### src/rtl/mont_pkg.sv
package mont_pkg;
  typedef enum logic [1:0] {
    ST_IDLE = 2'd0,
    ST_RUN  = 2'd1,
    ST_FIN  = 2'd2
  } mont_state_e;
endpackage

### src/rtl/mont_ctrl.sv
module mont_ctrl
  import mont_pkg::*;
#(
  parameter int WIDTH = 128
) (
  input  logic clk,
  input  logic rst_n,
  input  logic start,
  output logic load,
  output logic step,
  output logic fin,
  output logic busy
);
  localparam int CW = $clog2(WIDTH + 1);
  localparam logic [CW-1:0] LAST = CW'(WIDTH - 1);

  mont_state_e state_q, state_d;
  logic [CW-1:0] cnt_q, cnt_d;
  logic cnt_en;

  assign load = (state_q == ST_IDLE) && start;
  assign step = (state_q == ST_RUN);
  assign fin  = (state_q == ST_FIN);
  assign busy = (state_q != ST_IDLE);

  always_comb begin
    state_d = state_q;
    cnt_d   = cnt_q;
    cnt_en  = 1'b0;
    unique case (state_q)
      ST_IDLE: if (start) begin
        state_d = ST_RUN;
        cnt_d   = '0;
        cnt_en  = 1'b1;
      end
      ST_RUN: begin
        cnt_d  = cnt_q + 1'b1;
        cnt_en = 1'b1;
        if (cnt_q == LAST) state_d = ST_FIN;
      end
      ST_FIN:  state_d = ST_IDLE;
      default: state_d = ST_IDLE;
    endcase
  end

  always_ff @(posedge clk or negedge rst_n) begin
    if (!rst_n) begin
      state_q <= ST_IDLE;
      cnt_q   <= '0;
    end else begin
      state_q <= state_d;
      if (cnt_en) cnt_q <= cnt_d;
    end
  end

  // iteration index never exceeds the operand width
  assert_iter_range_R3: assert property (@(posedge clk) disable iff (!rst_n)
    step |-> (cnt_q < CW'(WIDTH)));
endmodule

### src/rtl/mont_bshift.sv
module mont_bshift #(
  parameter int WIDTH = 128
) (
  input  logic             clk,
  input  logic             rst_n,
  input  logic             load,
  input  logic             shift,
  input  logic [WIDTH-1:0] b_in,
  output logic             bit_o
);
  logic [WIDTH-1:0] sr_q, sr_d;
  logic sr_en;

  always_comb begin
    sr_en = load | shift;
    sr_d  = load ? b_in : (sr_q >> 1);
  end

  always_ff @(posedge clk or negedge rst_n) begin
    if (!rst_n) sr_q <= '0;
    else if (sr_en) sr_q <= sr_d;
  end

  assign bit_o = sr_q[0];
endmodule

### src/rtl/mont_step.sv
module mont_step #(
  parameter int WIDTH = 128
) (
  input  logic [WIDTH+1:0] acc_i,
  input  logic [WIDTH-1:0] a_i,
  input  logic [WIDTH-1:0] n_i,
  input  logic             bit_i,
  output logic [WIDTH+1:0] acc_o
);
  localparam int SW = WIDTH + 3;
  logic [SW-1:0] add_a, add_n, sum1, sum2;

  always_comb begin
    add_a = bit_i ? {3'b000, a_i} : '0;
    sum1  = {1'b0, acc_i} + add_a;
    add_n = sum1[0] ? {3'b000, n_i} : '0;
    sum2  = sum1 + add_n;
    acc_o = sum2[SW-1:1];
  end
endmodule

### src/rtl/mont_final.sv
module mont_final #(
  parameter int WIDTH = 128
) (
  input  logic [WIDTH+1:0] acc_i,
  input  logic [WIDTH-1:0] n_i,
  output logic [WIDTH-1:0] res_o
);
  logic [WIDTH+1:0] n_ext, diff;

  always_comb begin
    n_ext = {2'b00, n_i};
    diff  = acc_i - n_ext;
    res_o = (acc_i >= n_ext) ? diff[WIDTH-1:0] : acc_i[WIDTH-1:0];
  end
endmodule

### src/rtl/mont_mul.sv
module mont_mul #(
  parameter int WIDTH = 128
) (
  input  logic             clk,
  input  logic             rst_n,
  input  logic             start,
  input  logic [WIDTH-1:0] a_in,
  input  logic [WIDTH-1:0] b_in,
  input  logic [WIDTH-1:0] mod_in,
  output logic [WIDTH-1:0] result,
  output logic             done
);
  localparam int AW = WIDTH + 2;

  logic rst_meta_q, rst_sync_n;
  logic load, step, fin, busy, b_bit;
  logic [WIDTH-1:0] a_q, n_q, res_q, res_d;
  logic [AW-1:0] acc_q, acc_d, acc_step;
  logic acc_en, done_q;

  always_ff @(posedge clk or negedge rst_n) begin
    if (!rst_n) begin
      rst_meta_q <= 1'b0;
      rst_sync_n <= 1'b0;
    end else begin
      rst_meta_q <= 1'b1;
      rst_sync_n <= rst_meta_q;
    end
  end

  mont_ctrl #(.WIDTH(WIDTH)) u_ctrl (
    .clk(clk), .rst_n(rst_sync_n), .start(start),
    .load(load), .step(step), .fin(fin), .busy(busy)
  );

  mont_bshift #(.WIDTH(WIDTH)) u_bshift (
    .clk(clk), .rst_n(rst_sync_n), .load(load), .shift(step),
    .b_in(b_in), .bit_o(b_bit)
  );

  mont_step #(.WIDTH(WIDTH)) u_step (
    .acc_i(acc_q), .a_i(a_q), .n_i(n_q), .bit_i(b_bit), .acc_o(acc_step)
  );

  mont_final #(.WIDTH(WIDTH)) u_final (
    .acc_i(acc_q), .n_i(n_q), .res_o(res_d)
  );

  always_comb begin
    acc_en = load | step;
    acc_d  = load ? '0 : acc_step;
  end

  always_ff @(posedge clk or negedge rst_sync_n) begin
    if (!rst_sync_n) begin
      a_q    <= '0;
      n_q    <= '0;
      acc_q  <= '0;
      res_q  <= '0;
      done_q <= 1'b0;
    end else begin
      if (load) begin
        a_q <= a_in;
        n_q <= mod_in;
      end
      if (acc_en) acc_q <= acc_d;
      if (fin) res_q <= res_d;
      done_q <= fin;
    end
  end

  assign result = res_q;
  assign done   = done_q;

  // accepted operation starts from a cleared accumulator
  assert_load_clear_R9: assert property (@(posedge clk) disable iff (!rst_sync_n)
    load |=> (acc_q == '0));
  // accumulator stays below 2n during iterations
  assert_acc_bound_R9: assert property (@(posedge clk) disable iff (!rst_sync_n)
    step |-> (acc_q < ({2'b00, n_q} << 1)));
  // captured operands untouched while busy
  assert_busy_hold_R4: assert property (@(posedge clk) disable iff (!rst_sync_n)
    busy |=> ($stable(a_q) && $stable(n_q)));
  // completion strobe lasts one cycle
  assert_done_pulse_R3: assert property (@(posedge clk) disable iff (!rst_sync_n)
    done_q |=> !done_q);
  // delivered result is below the modulus
  assert_result_reduced_R2: assert property (@(posedge clk) disable iff (!rst_sync_n)
    done_q |-> (res_q < n_q));
  // result moves only together with the strobe
  assert_hold_result_R6: assert property (@(posedge clk) disable iff (!rst_sync_n)
    !$stable(res_q) |-> done_q);
endmodule

### config.mk
export PLATFORM = sky130hd
export DESIGN_NAME = mont_mul
export DESIGN_NICKNAME = d
export VERILOG_FILES = /design/src/rtl/mont_pkg.sv /design/src/rtl/mont_ctrl.sv /design/src/rtl/mont_bshift.sv /design/src/rtl/mont_step.sv /design/src/rtl/mont_final.sv /design/src/rtl/mont_mul.sv
export SDC_FILE = /design/constraint.sdc
export NUM_CORES = 2
export LEC_CHECK = 0
export ABC_CLOCK_PERIOD_IN_PS = 20200
export BUFFER_PORTS_ARGS = -buffer_cell sky130_fd_sc_hd__buf_2
export CAP_MARGIN = 20
export CORE_ASPECT_RATIO = 0.8
export CORE_MARGIN = 2
export CORE_UTILIZATION = 40
export CTS_CLUSTER_DIAMETER = 200
export CTS_CLUSTER_SIZE = 25
export DETAILED_ROUTE_END_ITERATION = 10
export GPL_ROUTABILITY_DRIVEN = 0
export PLACE_DENSITY = 0.67
export SETUP_SLACK_MARGIN = 0.1
export SYNTH_ARGS = -nofsm -noshare
export SYNTH_HDL_FRONTEND = slang
export SYNTH_HIERARCHICAL = 1
export SYNTH_SLANG_ARGS = --single-unit
export TNS_END_PERCENT = 10
### constraint.sdc
create_clock -name clk -period 20.2 [get_ports clk]
set_input_delay 1.01 -clock clk [delete_from_list [all_inputs] [get_ports clk]]
set_output_delay 1.01 -clock clk [all_outputs]
set_load 0.01 [all_outputs]
==> summary.txt <==
GRT
  – Total Routing Usage GR: 0.256
  – Initial antenna violation count: 22
  – Number of global-route vias before repair: 46100
  – Largest net degree at the start of global routing: ~110
  – First-pass GRT wire length: 280 mm
  – GRT Residual Overflow: 0

Drt
  – Via density: 5.93
  – Final wirelength: 187 mm
  – Post-DRT Antenna Nets: 0
  – Wirelength per Cell: 22.4 µm
  – Initial drt markers: roughly 5500
  – Via count: around 50000
  – Drt first pass iters: 11
  – Drt drc: 2

Worst setup path
  – Reg2reg path depth: 31
  – CP peak stage delay: between 0.7 and 0.8 ns
  – RR Startpoint: u_bshift/sr_q[0]$_DFFE_PN0P_
  – CP arrival: around 11 ns
  – Required @ worst endpoint: 20.81 ns
  – Flop-to-flop setup slack: 10.01 ns
  – Slowest-stage cell, CP: dfrtp_4
  – CP Max Fanout: just over 60
  – Crit-path leading delay family: compound AO/OA/AOI/OAI gates
  – WP buf/inv: 1
  – CP endpoint kind: flip-flop
  – Kind of critical path: flip-flop to flip-flop
  – Critical Path Start Type: flip-flop
  – Reg-to-reg endpoint: acc_q[126]$_DFFE_PN0P_

Timing
  – Slew at the pin closest to its max-slew limit: 1.19 ns
  – Relative slew slack: 0.207
  – Final Hold Viols: 0
  – Final Cycle Share: 0.504
  – Final Setup Violations: 0
  – Fmax: 0.0981 GHz
  – Fin crit period: 10.19 ns
  – RSZ-0062 raised after global routing: no
  – Final setup TNS: 0 ns
  – Skew final: 0.0670 ns
  – Slew Viols, Final: 0

Worst hold path
  – Worst hold start: rst_meta_q$_DFF_PN0_
  – Worst hold path depth: 0
  – Hold crit path type: flip-flop to flip-flop
  – Worst Hold End: rst_sync_n$_DFF_PN0_

Finish
  – Share of layout cells above drive strength 1: 0.157
  – Area Overhead vs Synth: 7.53%
  – NumNets Final: between 7000 and 8000
  – Post-route cell area: 0.0589 mm²
  – Most common cell after layout, fill and taps aside: dfrtp_1
  – Fillers: approximately 13000
  – Commonest cells after routing, fill and taps aside: dfrtp_1 (653), a21oi_1 (640), nand2_1 (554), nor2_1 (522), buf_2 (515)

Logic synthesis
  – Synthesized area: around 0.055 mm²
  – Mapped Nets: 7089
  – Ys Warns: 6
  – Synthesized instance count: 6314
  – Syn_area_per_cell: 8.68 µm²

CTS
  – CTS tree: yes
  – H-tree depth: 1
  – PostCTS Resize Cnt: 0
  – Root Buffer Master: clkbuf_16
  – CTS buffer count: 30
  – Worst skew pair latency: 0.74 ns
  – Clk sinks: roughly 660
  – Clock tree buffer depth: 3
  – Setup Fix Bufs, Post-CTS: 0
  – Worst-path clk slew: 0.13 ns

Floorplan
  – Starting density of the core: 0.403
  – Die area: 0.140 mm²
  – Chip width: 418 µm
  – IO Pins: 516
  – Site row count: about 120
  – Chip height: 335 µm
  – Core ar.: 0.136 mm²

Placed design
  – Port Buffers: 515
  – Final HPWL DP: about 150 mm
  – Placed cell area: ~0.058 mm²

Job
  – Max cap viols: 0

Outcome
  – Outcome: complete, but fails checks
  – Failing checks: DRC
[worst max-delay path by stage]
stage                                      start                     end  cells past startpoint  slack [ns]
finish              u_bshift/sr_q[0]$_DFFE_PN0P_  acc_q[126]$_DFFE_PN0P_                     31       10.01
global route        u_bshift/sr_q[0]$_DFFE_PN0P_  acc_q[118]$_DFFE_PN0P_                     31        9.73
CTS                 u_bshift/sr_q[0]$_DFFE_PN0P_  acc_q[126]$_DFFE_PN0P_                     31       10.38
detailed placement  u_bshift/sr_q[0]$_DFFE_PN0P_  acc_q[126]$_DFFE_PN0P_                     31       10.46
global placement    u_bshift/sr_q[0]$_DFFE_PN0P_  acc_q[126]$_DFFE_PN0P_                     31       10.67
floorplan                   rst_sync_n$_DFF_PN0_      a_q[0]$_DFFE_PN0P_                      0        0.59
[final cells by class]
cell class / count / area (µm²) / share of cell area
Tap cell: 1783 / 2230 / 0.0379
Clock buffer: 32 / 758 / 0.0129
Timing Repair Buffer: 557 / 2960 / 0.0502
Clock inverter: 2 / 50.0 / 0.000849
Inverter: 268 / 1020 / 0.0173
Sequential cell: 655 / 16400 / 0.278
Multi-Input combinational cell: 5043 / 35500 / 0.602
Antenna cell: 8 / 20.0 / 0.000340
[per-stage QoR]
stage / hold WS (ns) / worst slack (ns) / instances / utilization
2_1_floorplan: 0.331 / 0.591 / 6314 / -
3_3_place_gp: 0.332 / 10.67 / 8302 / 0.427
5_1_grt: 0.377 / 9.73 / 8341 / 0.433
3_5_place_dp: 0.336 / 10.46 / 8302 / 0.427
4_1_cts: 0.364 / 10.38 / 8337 / 0.433
6_report: 0.361 / 10.01 / 8348 / 0.433
[flip-flops by register name, summed over array words and instances, names as in the netlist]
name	flops
acc_q	130
done	1
u_bshift/sr_q	128
rst_meta_q	1
u_ctrl/cnt_q	8
a_q	128
rst_sync_n	1
u_ctrl/state_q	2
result	128
n_q	128
[repair_timing]
action                                  CTS  global route
hold endpoints to repair                  2             0
hold buffers                              1             0
endpoints found under the setup margin    0             0
[metal layers]
metal | GRT usage | vias up | part of all wire
met5 | 0 | - | 0.0012
met4 | 0.108 | 32 | 0.052
met3 | 0.0534 | 403 | 0.10
met2 | 0.375 | 2629 | 0.41
met1 | 0.363 | 23500 | 0.43
li1 | - | 23000 | -
Power is not shown: default switching activity piles up to over one toggle a cycle in this logic, so the estimate is an artifact.
